## config.mk

```make
export PLATFORM = sky130hd
export DESIGN_NAME = target_ctrl
export DESIGN_NICKNAME = d
export VERILOG_FILES = /design/src/rtl/target_ctrl_pkg.sv /design/src/rtl/target_ctrl_dp.sv /design/src/rtl/target_ctrl_fsm.sv /design/src/rtl/target_ctrl.sv
export SDC_FILE = /design/constraint.sdc
export NUM_CORES = 1
export LEC_CHECK = 0
export BUFFER_PORTS_ARGS = -buffer_cell sky130_fd_sc_hd__buf_2
export CAP_MARGIN = 20
export CORE_MARGIN = 2
export CORE_UTILIZATION = 41
export CTS_CLUSTER_SIZE = 30
export DETAILED_ROUTE_END_ITERATION = 6
export HOLD_SLACK_MARGIN = 0.06
export PLACE_DENSITY = 0.61
export RECOVER_POWER = 100
export SYNTH_ARGS = -nofsm -noshare
export SYNTH_HDL_FRONTEND = slang
export SYNTH_SLANG_ARGS = --single-unit
```

## constraint.sdc

```tcl
create_clock -name clk -period 2.2 [get_ports clk]
set_input_delay 0.44 -clock clk [delete_from_list [all_inputs] [get_ports clk]]
set_output_delay 0.44 -clock clk [all_outputs]
set_load 0.01 [all_outputs]
```

## src/rtl/target_ctrl_pkg.sv

```systemverilog
package target_ctrl_pkg;

  localparam int CMD_W   = 4;
  localparam int NUM_CLS = 6;

  // Access kinds; value i+1 maps to strobe bit i.
  typedef enum logic [2:0] {
    CLS_NONE   = 3'd0,
    CLS_MEM_RD = 3'd1,
    CLS_MEM_WR = 3'd2,
    CLS_IO_RD  = 3'd3,
    CLS_IO_WR  = 3'd4,
    CLS_CFG_RD = 3'd5,
    CLS_CFG_WR = 3'd6
  } cmd_class_e;

  // Control to datapath strobes.
  typedef struct packed {
    logic latchCmd;
    logic xfer;
    logic driveAd;
  } ctl_strobe_t;

  function automatic cmd_class_e decodeCmd(input logic [CMD_W-1:0] code);
    case (code)
      4'b0110, 4'b1100, 4'b1110: decodeCmd = CLS_MEM_RD;
      4'b0111, 4'b1111:          decodeCmd = CLS_MEM_WR;
      4'b0010:                   decodeCmd = CLS_IO_RD;
      4'b0011:                   decodeCmd = CLS_IO_WR;
      4'b1010:                   decodeCmd = CLS_CFG_RD;
      4'b1011:                   decodeCmd = CLS_CFG_WR;
      default:                   decodeCmd = CLS_NONE;
    endcase
  endfunction

endpackage

```

## src/rtl/target_ctrl_dp.sv

```systemverilog
module target_ctrl_dp
  import target_ctrl_pkg::*;
(
  input  logic                clk,
  input  logic                rstN,
  input  logic [CMD_W-1:0]    cbe,
  input  ctl_strobe_t         ctl,
  output cmd_class_e          liveClass,
  output cmd_class_e          heldClass,
  output logic                adOe,
  output logic                parOe,
  output logic [NUM_CLS-1:0]  accessStb
);

  assign liveClass = decodeCmd(cbe);

  always_ff @(posedge clk or negedge rstN) begin
    if (!rstN) begin
      heldClass <= CLS_NONE;
      parOe     <= 1'b0;
    end else begin
      if (ctl.latchCmd) heldClass <= liveClass;
      parOe <= ctl.driveAd;
    end
  end

  assign adOe = ctl.driveAd;

  for (genvar i = 0; i < NUM_CLS; i++) begin : g_stb
    assign accessStb[i] = ctl.xfer && (heldClass == cmd_class_e'(i + 1));
  end

endmodule

```

## src/rtl/target_ctrl_fsm.sv

```systemverilog
module target_ctrl_fsm
  import target_ctrl_pkg::*;
(
  input  logic        clk,
  input  logic        rstN,
  input  logic        frameN,
  input  logic        irdyN,
  input  logic        addrHit,
  input  logic        cfgSel,
  input  logic        userReady,
  input  logic        userRetry,
  input  cmd_class_e  liveClass,
  input  cmd_class_e  heldClass,
  output ctl_strobe_t ctl,
  output logic        devselN,
  output logic        trdyN,
  output logic        stopN
);

  typedef enum logic [3:0] {
    S_IDLE, S_SKIP, S_RD_TURN, S_RD_BURST, S_RD_ONE, S_WR_BURST,
    S_WR_ONE, S_CFG_TURN, S_CFG_RD, S_CFG_WR, S_RETRY, S_BACKOFF
  } state_e;

  state_e state, nextState;
  logic   claimOk, dataState, oneState, xfer;

  always_comb begin
    if (liveClass == CLS_CFG_RD || liveClass == CLS_CFG_WR) claimOk = cfgSel;
    else claimOk = (liveClass != CLS_NONE) && addrHit;
  end

  assign oneState  = (state == S_RD_ONE) || (state == S_WR_ONE) ||
                     (state == S_CFG_RD) || (state == S_CFG_WR);
  assign dataState = oneState || (state == S_RD_BURST) || (state == S_WR_BURST);
  assign xfer      = dataState && userReady && !irdyN;

  always_comb begin
    nextState = state;
    case (state)
      S_IDLE: if (!frameN) begin
        if (!claimOk)       nextState = S_SKIP;
        else if (userRetry) nextState = S_RETRY;
        else case (liveClass)
          CLS_MEM_RD, CLS_IO_RD: nextState = S_RD_TURN;
          CLS_MEM_WR:            nextState = S_WR_BURST;
          CLS_IO_WR:             nextState = S_WR_ONE;
          CLS_CFG_RD:            nextState = S_CFG_TURN;
          default:               nextState = S_CFG_WR;
        endcase
      end
      S_SKIP:     if (frameN && irdyN) nextState = S_IDLE;
      S_RD_TURN:  nextState = (heldClass == CLS_IO_RD) ? S_RD_ONE : S_RD_BURST;
      S_CFG_TURN: nextState = S_CFG_RD;
      S_RD_BURST, S_WR_BURST: if (xfer && frameN) nextState = S_IDLE;
      S_RD_ONE, S_WR_ONE, S_CFG_RD, S_CFG_WR:
        if (xfer) nextState = frameN ? S_IDLE : S_RETRY;
      S_RETRY:    if (frameN) nextState = S_BACKOFF;
      default:    nextState = S_IDLE;
    endcase
  end

  always_ff @(posedge clk or negedge rstN) begin
    if (!rstN) state <= S_IDLE;
    else       state <= nextState;
  end

  assign devselN = (state == S_IDLE) || (state == S_SKIP) || (state == S_BACKOFF);
  assign trdyN   = !(dataState && userReady);
  assign stopN   = !(oneState || (state == S_RETRY));

  assign ctl.latchCmd = (state == S_IDLE) && !frameN;
  assign ctl.xfer     = xfer;
  assign ctl.driveAd  = (state == S_RD_BURST) || (state == S_RD_ONE) || (state == S_CFG_RD);

endmodule

```

## src/rtl/target_ctrl.sv

```systemverilog
module target_ctrl
  import target_ctrl_pkg::*;
(
  input  logic             clk,
  input  logic             rstN,
  input  logic             frameN,
  input  logic             irdyN,
  input  logic [CMD_W-1:0] cbe,
  input  logic             addrHit,
  input  logic             cfgSel,
  input  logic             userReady,
  input  logic             userRetry,
  output logic             devselN,
  output logic             trdyN,
  output logic             stopN,
  output logic             adOe,
  output logic             parOe,
  output logic             memRdStb,
  output logic             memWrStb,
  output logic             ioRdStb,
  output logic             ioWrStb,
  output logic             cfgRdStb,
  output logic             cfgWrStb
);

  ctl_strobe_t         ctl;
  cmd_class_e          liveClass, heldClass;
  logic [NUM_CLS-1:0]  accessStb;

  target_ctrl_fsm u_fsm (
    .clk(clk), .rstN(rstN), .frameN(frameN), .irdyN(irdyN),
    .addrHit(addrHit), .cfgSel(cfgSel), .userReady(userReady),
    .userRetry(userRetry), .liveClass(liveClass), .heldClass(heldClass),
    .ctl(ctl), .devselN(devselN), .trdyN(trdyN), .stopN(stopN)
  );

  target_ctrl_dp u_dp (
    .clk(clk), .rstN(rstN), .cbe(cbe), .ctl(ctl),
    .liveClass(liveClass), .heldClass(heldClass),
    .adOe(adOe), .parOe(parOe), .accessStb(accessStb)
  );

  assign memRdStb = accessStb[0];
  assign memWrStb = accessStb[1];
  assign ioRdStb  = accessStb[2];
  assign ioWrStb  = accessStb[3];
  assign cfgRdStb = accessStb[4];
  assign cfgWrStb = accessStb[5];

endmodule

```

# Yosys cells after proc, flatten, opt, wreduce, memory -nomap -nowiden
# Memories as Yosys holds them, arrays and structs flattened.
# Cells that the tools add are included.
[totals]
regBits = 8
romBits = 48
input_bits = 12
out_inout_bits = 11
wordCells = 77
mem_count = 1
[mem_list]
columns = ["memory", "words", "word_bits", "read_ports", "rd_ports_with_merged_regs", "wr", "line_no", "rtl"]
rows = [
  ["(no name shown)", 16, 3, 1, 0, 0, "target_ctrl_pkg.sv:25", "case (code)"],
]
[classes]
eq_ne = 28
muxes = 12
reduce_logical = 33
[op_table]
columns = ["operator", "n"]
rows = [
  ["$mux W4", 8],
  ["$pmux W4 S7", 1],
  ["$eq A3 B3 Y1 const B", 6],
  ["$eq A4 B3 Y1 const B", 4],
  ["$eq A4 B4 Y1 const B", 4],
  ["$pmux W4 S4", 1],
  ["$eq A3 B2 Y1 const B", 4],
  ["$logic_and A1 B1 Y1", 12],
  ["$logic_or A1 B1 Y1", 11],
  ["$eq A4 B2 Y1 const B", 2],
  ["$eq A3 B1 Y1 const B", 2],
  ["$ne A2 B1 Y1 const B", 3],
  ["$reduce_and A5 Y1", 1],
  ["$eq A4 B1 Y1 const B", 1],
  ["$logic_not A1 Y1", 4],
  ["$logic_not A4 Y1", 1],
  ["$ne A2 B2 Y1 const B", 2],
  ["$reduce_or A2 Y1", 2],
  ["$reduce_or A4 Y1", 1],
  ["$mux W3", 1],
  ["$reduce_bool A3 Y1", 1],
  ["$mux W1", 1],
]

# Longest topological paths before layout
[depth]
depth_word = 11
mapped_depth = 6
mapped_depth_nobuf = 5

# Modules after synthesis
# From an unflattened synthesis, not the netlist that was laid out.
[hier_totals]
cells_unflattened = 110
hier_area_um2 = 829.5
[modules_own_cells]
columns = ["module", "n_inst", "cells_per_inst", "area_each_um2", "seq_area_each_um2"]
rows = [
  ["target_ctrl_fsm", 1, 82, 590.6, 100.1],
  ["target_ctrl_dp", 1, 28, 239.0, 100.1],
]

# Least setup slack after synthesis
# OpenSTA, ideal clock, no wires.
[synth_path]
path_kind = "register -> output"
start = "reg u_fsm.state[3]"
end = "out memWrStb"
arrival_time_ns = 1.329
required_time_ns = 1.760
slack_ns = 0.431
stages_incl_launch_ff = 6
path_buffers = 1
path_cell_list = "dfrtp_1 buf_6 nand2b_2 o221ai_2 nand3_1 nor3_1"
[synth_between]
elab_chain_cells = 9
elab_cells_between_ends = 14
classes_between = "6 x eq/ne; 8 x reduce/logical"
[synth_lines]
columns = ["element", "line_no", "rtl"]
rows = [
  ["start, declared", "target_ctrl_fsm.sv:25", "state_e state, nextState;"],
  ["start signal, assigned", "target_ctrl_fsm.sv:65", "else state <= nextState;"],
  ["$eq A4 B3 Y1", "target_ctrl_fsm.sv:33", "assign oneState = (state == S_RD_ONE) || (state == S_WR_ONE) ||"],
  ["$logic_or A1 B1 Y1 (2 in series)", "target_ctrl_fsm.sv:33", ""],
  ["$logic_or A1 B1 Y1", "target_ctrl_fsm.sv:34", "(state == S_CFG_RD) || (state == S_CFG_WR);"],
  ["$logic_or A1 B1 Y1", "target_ctrl_fsm.sv:35", "assign dataState = oneState || (state == S_RD_BURST) || (state == S_WR_BURST);"],
  ["$logic_or A1 B1 Y1 (*)", "target_ctrl_fsm.sv:35", ""],
  ["$logic_and A1 B1 Y1 (*) (2 in series)", "target_ctrl_fsm.sv:36", "assign xfer = dataState && userReady && !irdyN;"],
  ["$logic_and A1 B1 Y1 (*)", "target_ctrl_dp.sv:30", "assign accessStb[i] = ctl.xfer && (heldClass == cmd_class_e'(i + 1));"],
  ["end, declared", "target_ctrl.sv:19", "output logic memWrStb,"],
]
# Mark *: on every way between the ends. The rest lies on a longest branch, timed or not.

# Worst setup path in the final report
[layout_path]
start = "reg u_fsm.state[3]"
end = "out ioWrStb"
[layout_between]
elab_chain_cells = 9
elab_cells_between_ends = 14
classes_between = "6 x eq/ne; 8 x reduce/logical"
[layout_lines]
columns = ["element", "line_no", "rtl"]
rows = [
  ["$eq A4 B3 Y1", "target_ctrl_fsm.sv:33", ""],
  ["$logic_or A1 B1 Y1 (2 in series)", "target_ctrl_fsm.sv:33", ""],
  ["$logic_or A1 B1 Y1", "target_ctrl_fsm.sv:34", ""],
  ["$logic_or A1 B1 Y1", "target_ctrl_fsm.sv:35", ""],
  ["$logic_or A1 B1 Y1 (*)", "target_ctrl_fsm.sv:35", ""],
  ["$logic_and A1 B1 Y1 (*) (2 in series)", "target_ctrl_fsm.sv:36", ""],
  ["$logic_and A1 B1 Y1 (*)", "target_ctrl_dp.sv:30", ""],
  ["end, declared", "target_ctrl.sv:21", "output logic ioWrStb,"],
]
# Marks and branches as above.

==> flow_summary_export.csv <==
group,metric,value,unit
power_and_ir_drop,p_per_area,1033,nW/um^2
synth,synthesis.nets,111,
floorplan,io_pins,23,
critical_path,cp.required,1.76,ns
route,routed_wirelength,1766,microns
sta,worst_pin_slew,0.4548,ns
sta,min_period,2.062,ns
flow_run,maxCapViolCount,0,
placed_design,dp_hpwl,1315,microns
route,routed_via_density,5.277,
layout,antennaDiodeCount,0,
global_routing,grt-ovfl-total,0,
synth,synth_cell_type_count,41,
clock_network,clk_latency,0.25,ns
sta,max_freq,484.9,MHz
route,postRouteAntennaNets,0,
sta,grt_setup_unrepaired,"no",
floorplan,core,1902,sq um
placed_design,gp_congestion,0.8456,
synth,ys.flop_type,"dfrtp_1",
hold_path,hp-class,"flip-flop to flip-flop",
layout,area_growth_syn_to_layout,20.12,%
synth,async_flop_share,1.000,
floorplan,std_cell_rows,16,
power_and_ir_drop,power.total,1.003,mW
floorplan,die_y,48.40,microns
sta,setup_viol,0,
sta,final_max_slew_viol_count,0,
critical_path,timing.rr.start,"u_fsm.state[3]$_DFFE_PN0P_",
clock_network,h-tree-depth,1,
floorplan,die_area,2343,sq um
clock_network,cts_buffer_depth,2,
synth,synth-edff-count,0,
floorplan,dieWidth,48.40,microns
global_routing,grt_pass1_vias,723,
layout,layout-drive-gt1-share,0.2562,
route,vias,781,
synth,yosysWarnings,0,
power_and_ir_drop,p_leak,0.3719,nW
route,drc,0,
route,post_drt_wl_per_cell,11.93,microns
placed_design,dp_cells,141,
route,drt_iter0_drc,22,
hold_path,min_from,"u_dp.heldClass[1]$_DFFE_PN0P_",
power_and_ir_drop,ir_worst_vdd,0.3899,mV
global_routing,track_usage,0.1684,
global_routing,antenna_found_initial,0,
clock_network,path_clk_slew,0.05,ns
floorplan,start_util,0.4250,
synth,yosysSeqAreaShare,0.2477,
outcome,status,"complete, no violations",
critical_path,criticalPathCategory,"flip-flop to output pin",
sta,post-route-period-util,0.9373,
global_routing,grt_start_max_net_pins,15,
sta,slew_headroom,0.6945,
clock_network,root_buffer,"clkbuf_4",
critical_path,cp_max_fo,6,
sta,fin_skew,0.003188,ns
placed_design,port_buffers,22,
synth,syn_inst,99,
synth,syn-cell-area,808.3,sq um
critical_path,critPathLaunch,"u_fsm.state[3]$_DFFE_PN0P_",
layout,layout.nets,135,
sta,tns,0,ns
critical_path,end_kind,"output pin",
sta,hold_viol_final,0,
layout,final_cells,148,
critical_path,cp.arrival,1.62,ns
clock_network,cts_num_sinks,8,
synth,syn_avg_cell_area,8.164,sq um
route,drt_pre_antenna_iters,4,
clock_network,cts_tree,"built",
clock_network,numCtsBuffers,3,
critical_path,startpoint_type,"flip-flop",
global_routing,grt_pass1_wl,3125,microns
synth,yosys_register_bits,8,
layout make-up:
type	count	area [sq um]
well taps	27	33.78
inverters	3	11.26
repair buffers	26	136.4
flip-flops and latches	8	205.2
multi-input cells	81	561.8
fillers	190	930.9
clock buffers	3	22.52
layout by cell type (no fill, tap or decap), types with 2 or more instances in the layout:
cell       Yosys  routed
a211oi_1       2       2
a21oi_1        2       2
a2bb2oi_1      2       2
buf_2          2      14
buf_4          0       2
clkbuf_1       3       7
clkbuf_4       0       3
dfrtp_1        8       4
dfrtp_2        0       4
inv_1          2       2
mux2_1         2       4
nand2_1        7       7
nand2b_1       5       5
nand3_1        3       2
nand3b_1       2       2
nor2_1        16      16
nor2b_1        3       3
nor3_1         2       2
nor3b_1        2       2
o21ai_0        4       4
o221ai_1       2       2
o31ai_1        3       3
or3_1          2       2
path summary, 6_finish.rpt:
| check | slack, ns | depth (start not counted) | to |
|---|---|---|---|
| setup / recovery | 0.14 | 5 | ioWrStb |
| hold / removal | 0.54 | 1 | u_dp.heldClass[1]$_DFFE_PN0P_ |
| setup reg to reg | 0.18 | 6 | u_fsm.state[3]$_DFFE_PN0P_ |
| hold reg to reg | 0.54 | 1 | u_dp.heldClass[1]$_DFFE_PN0P_ |
| max in group asynchronous | 1.22 | 2 | u_fsm.state[0]$_DFFE_PN0P_ |
| min in group asynchronous | 0.65 | 2 | u_dp.parOe$_DFF_PN0_ |
sequential cells by signal (all words and copies together) (netlist names):
| signal | flops |
|---|---|
| u_fsm.state | 4 |
| u_dp.heldClass | 3 |
| u_dp.parOe | 1 |
power by group:
part | switching, mW | total [mW] | internal, mW | leakage (nW)
clock | 0.0442 | 0.106 | 0.0620 | 0.0138
combinational | 0.278 | 0.569 | 0.291 | 0.259
sequential | 0.119 | 0.328 | 0.209 | 0.0989
timing repair:
| item | CTS | global route |
|---|---|---|
| cloned | 0 | 0 |
| endpoints found under the hold margin | 8 | 0 |
| buffers inserted | 0 | 3 |
| endpoints found under the setup margin | 6 | 6 |
| resized for setup | 1 | 5 |
| hold buffers | 1 | 0 |
worst max-delay path, cell delays in order (launching register included):
cell and delay (ns):
dfrtp_2 0.46, nand2b_2 0.26, o221ai_4 0.23, nand3b_1 0.15, nor2_1 0.12, clkbuf_1 0.15
cell families (layout without fill, tap and decap cells):
group	after synthesis	after routing	synth area share
and+or+nand+nor	49	49	0.3235
DFF	8	8	0.2477
muxes	6	6	0.09597
buffers and inverters	10	32	0.06811
AOI/OAI and AO/OA	24	24	0.2198
xor gates and xnor gates	2	2	0.04490
synth_stat cells, drive strengths merged, types with 2 or more instances:
cell type | number | share of area
a2bb2oi | 2 | 0.022
nor2b | 3 | 0.023
nor2 | 16 | 0.074
buf | 4 | 0.040
nor3b | 2 | 0.019
o221ai | 3 | 0.040
inv | 3 | 0.014
clkbuf | 3 | 0.014
nand2 | 7 | 0.033
or3 | 2 | 0.015
nand3b | 2 | 0.019
xnor2 | 2 | 0.045
o21ai | 5 | 0.031
dfrtp | 8 | 0.25
or2 | 3 | 0.026
nand2b | 6 | 0.050
mux2 | 5 | 0.084
nor3 | 2 | 0.012
nand3 | 3 | 0.019
a21oi | 2 | 0.012
a211oi | 2 | 0.019
o31ai | 3 | 0.028
per-stage QoR:
| step | hold slack [ns] | util | setup slack (ns) | area (sq um) |
|---|---|---|---|---|
| 2_1_floorplan | 0.1444 | - | 0.4314 | 808.3 |
| 3_3_place_gp | 0.2878 | 0.4776 | 0.2370 | 908.4 |
| 3_5_place_dp | 0.2912 | 0.4776 | 0.2017 | 908.4 |
| 4_1_cts | 0.5287 | 0.4954 | 0.003430 | 942.2 |
| 5_1_grt | 0.5904 | 0.5105 | 0.008553 | 970.9 |
| 6_report | 0.5356 | 0.5105 | 0.1379 | 970.9 |
routing by layer:
metal / up-vias / part of all wire / routed length, microns / track usage
li1: 409 / - / - / -
met1: 350 / 0.52 / 911 / 0.2422
met2: 20 / 0.43 / 759 / 0.2384
met3: 2 / 0.039 / 68 / 0.02469
met4: 0 / 0.015 / 27 / 0.1000
met5: - / 0 / 0 / 0
(Power assumes the default switching activity.)
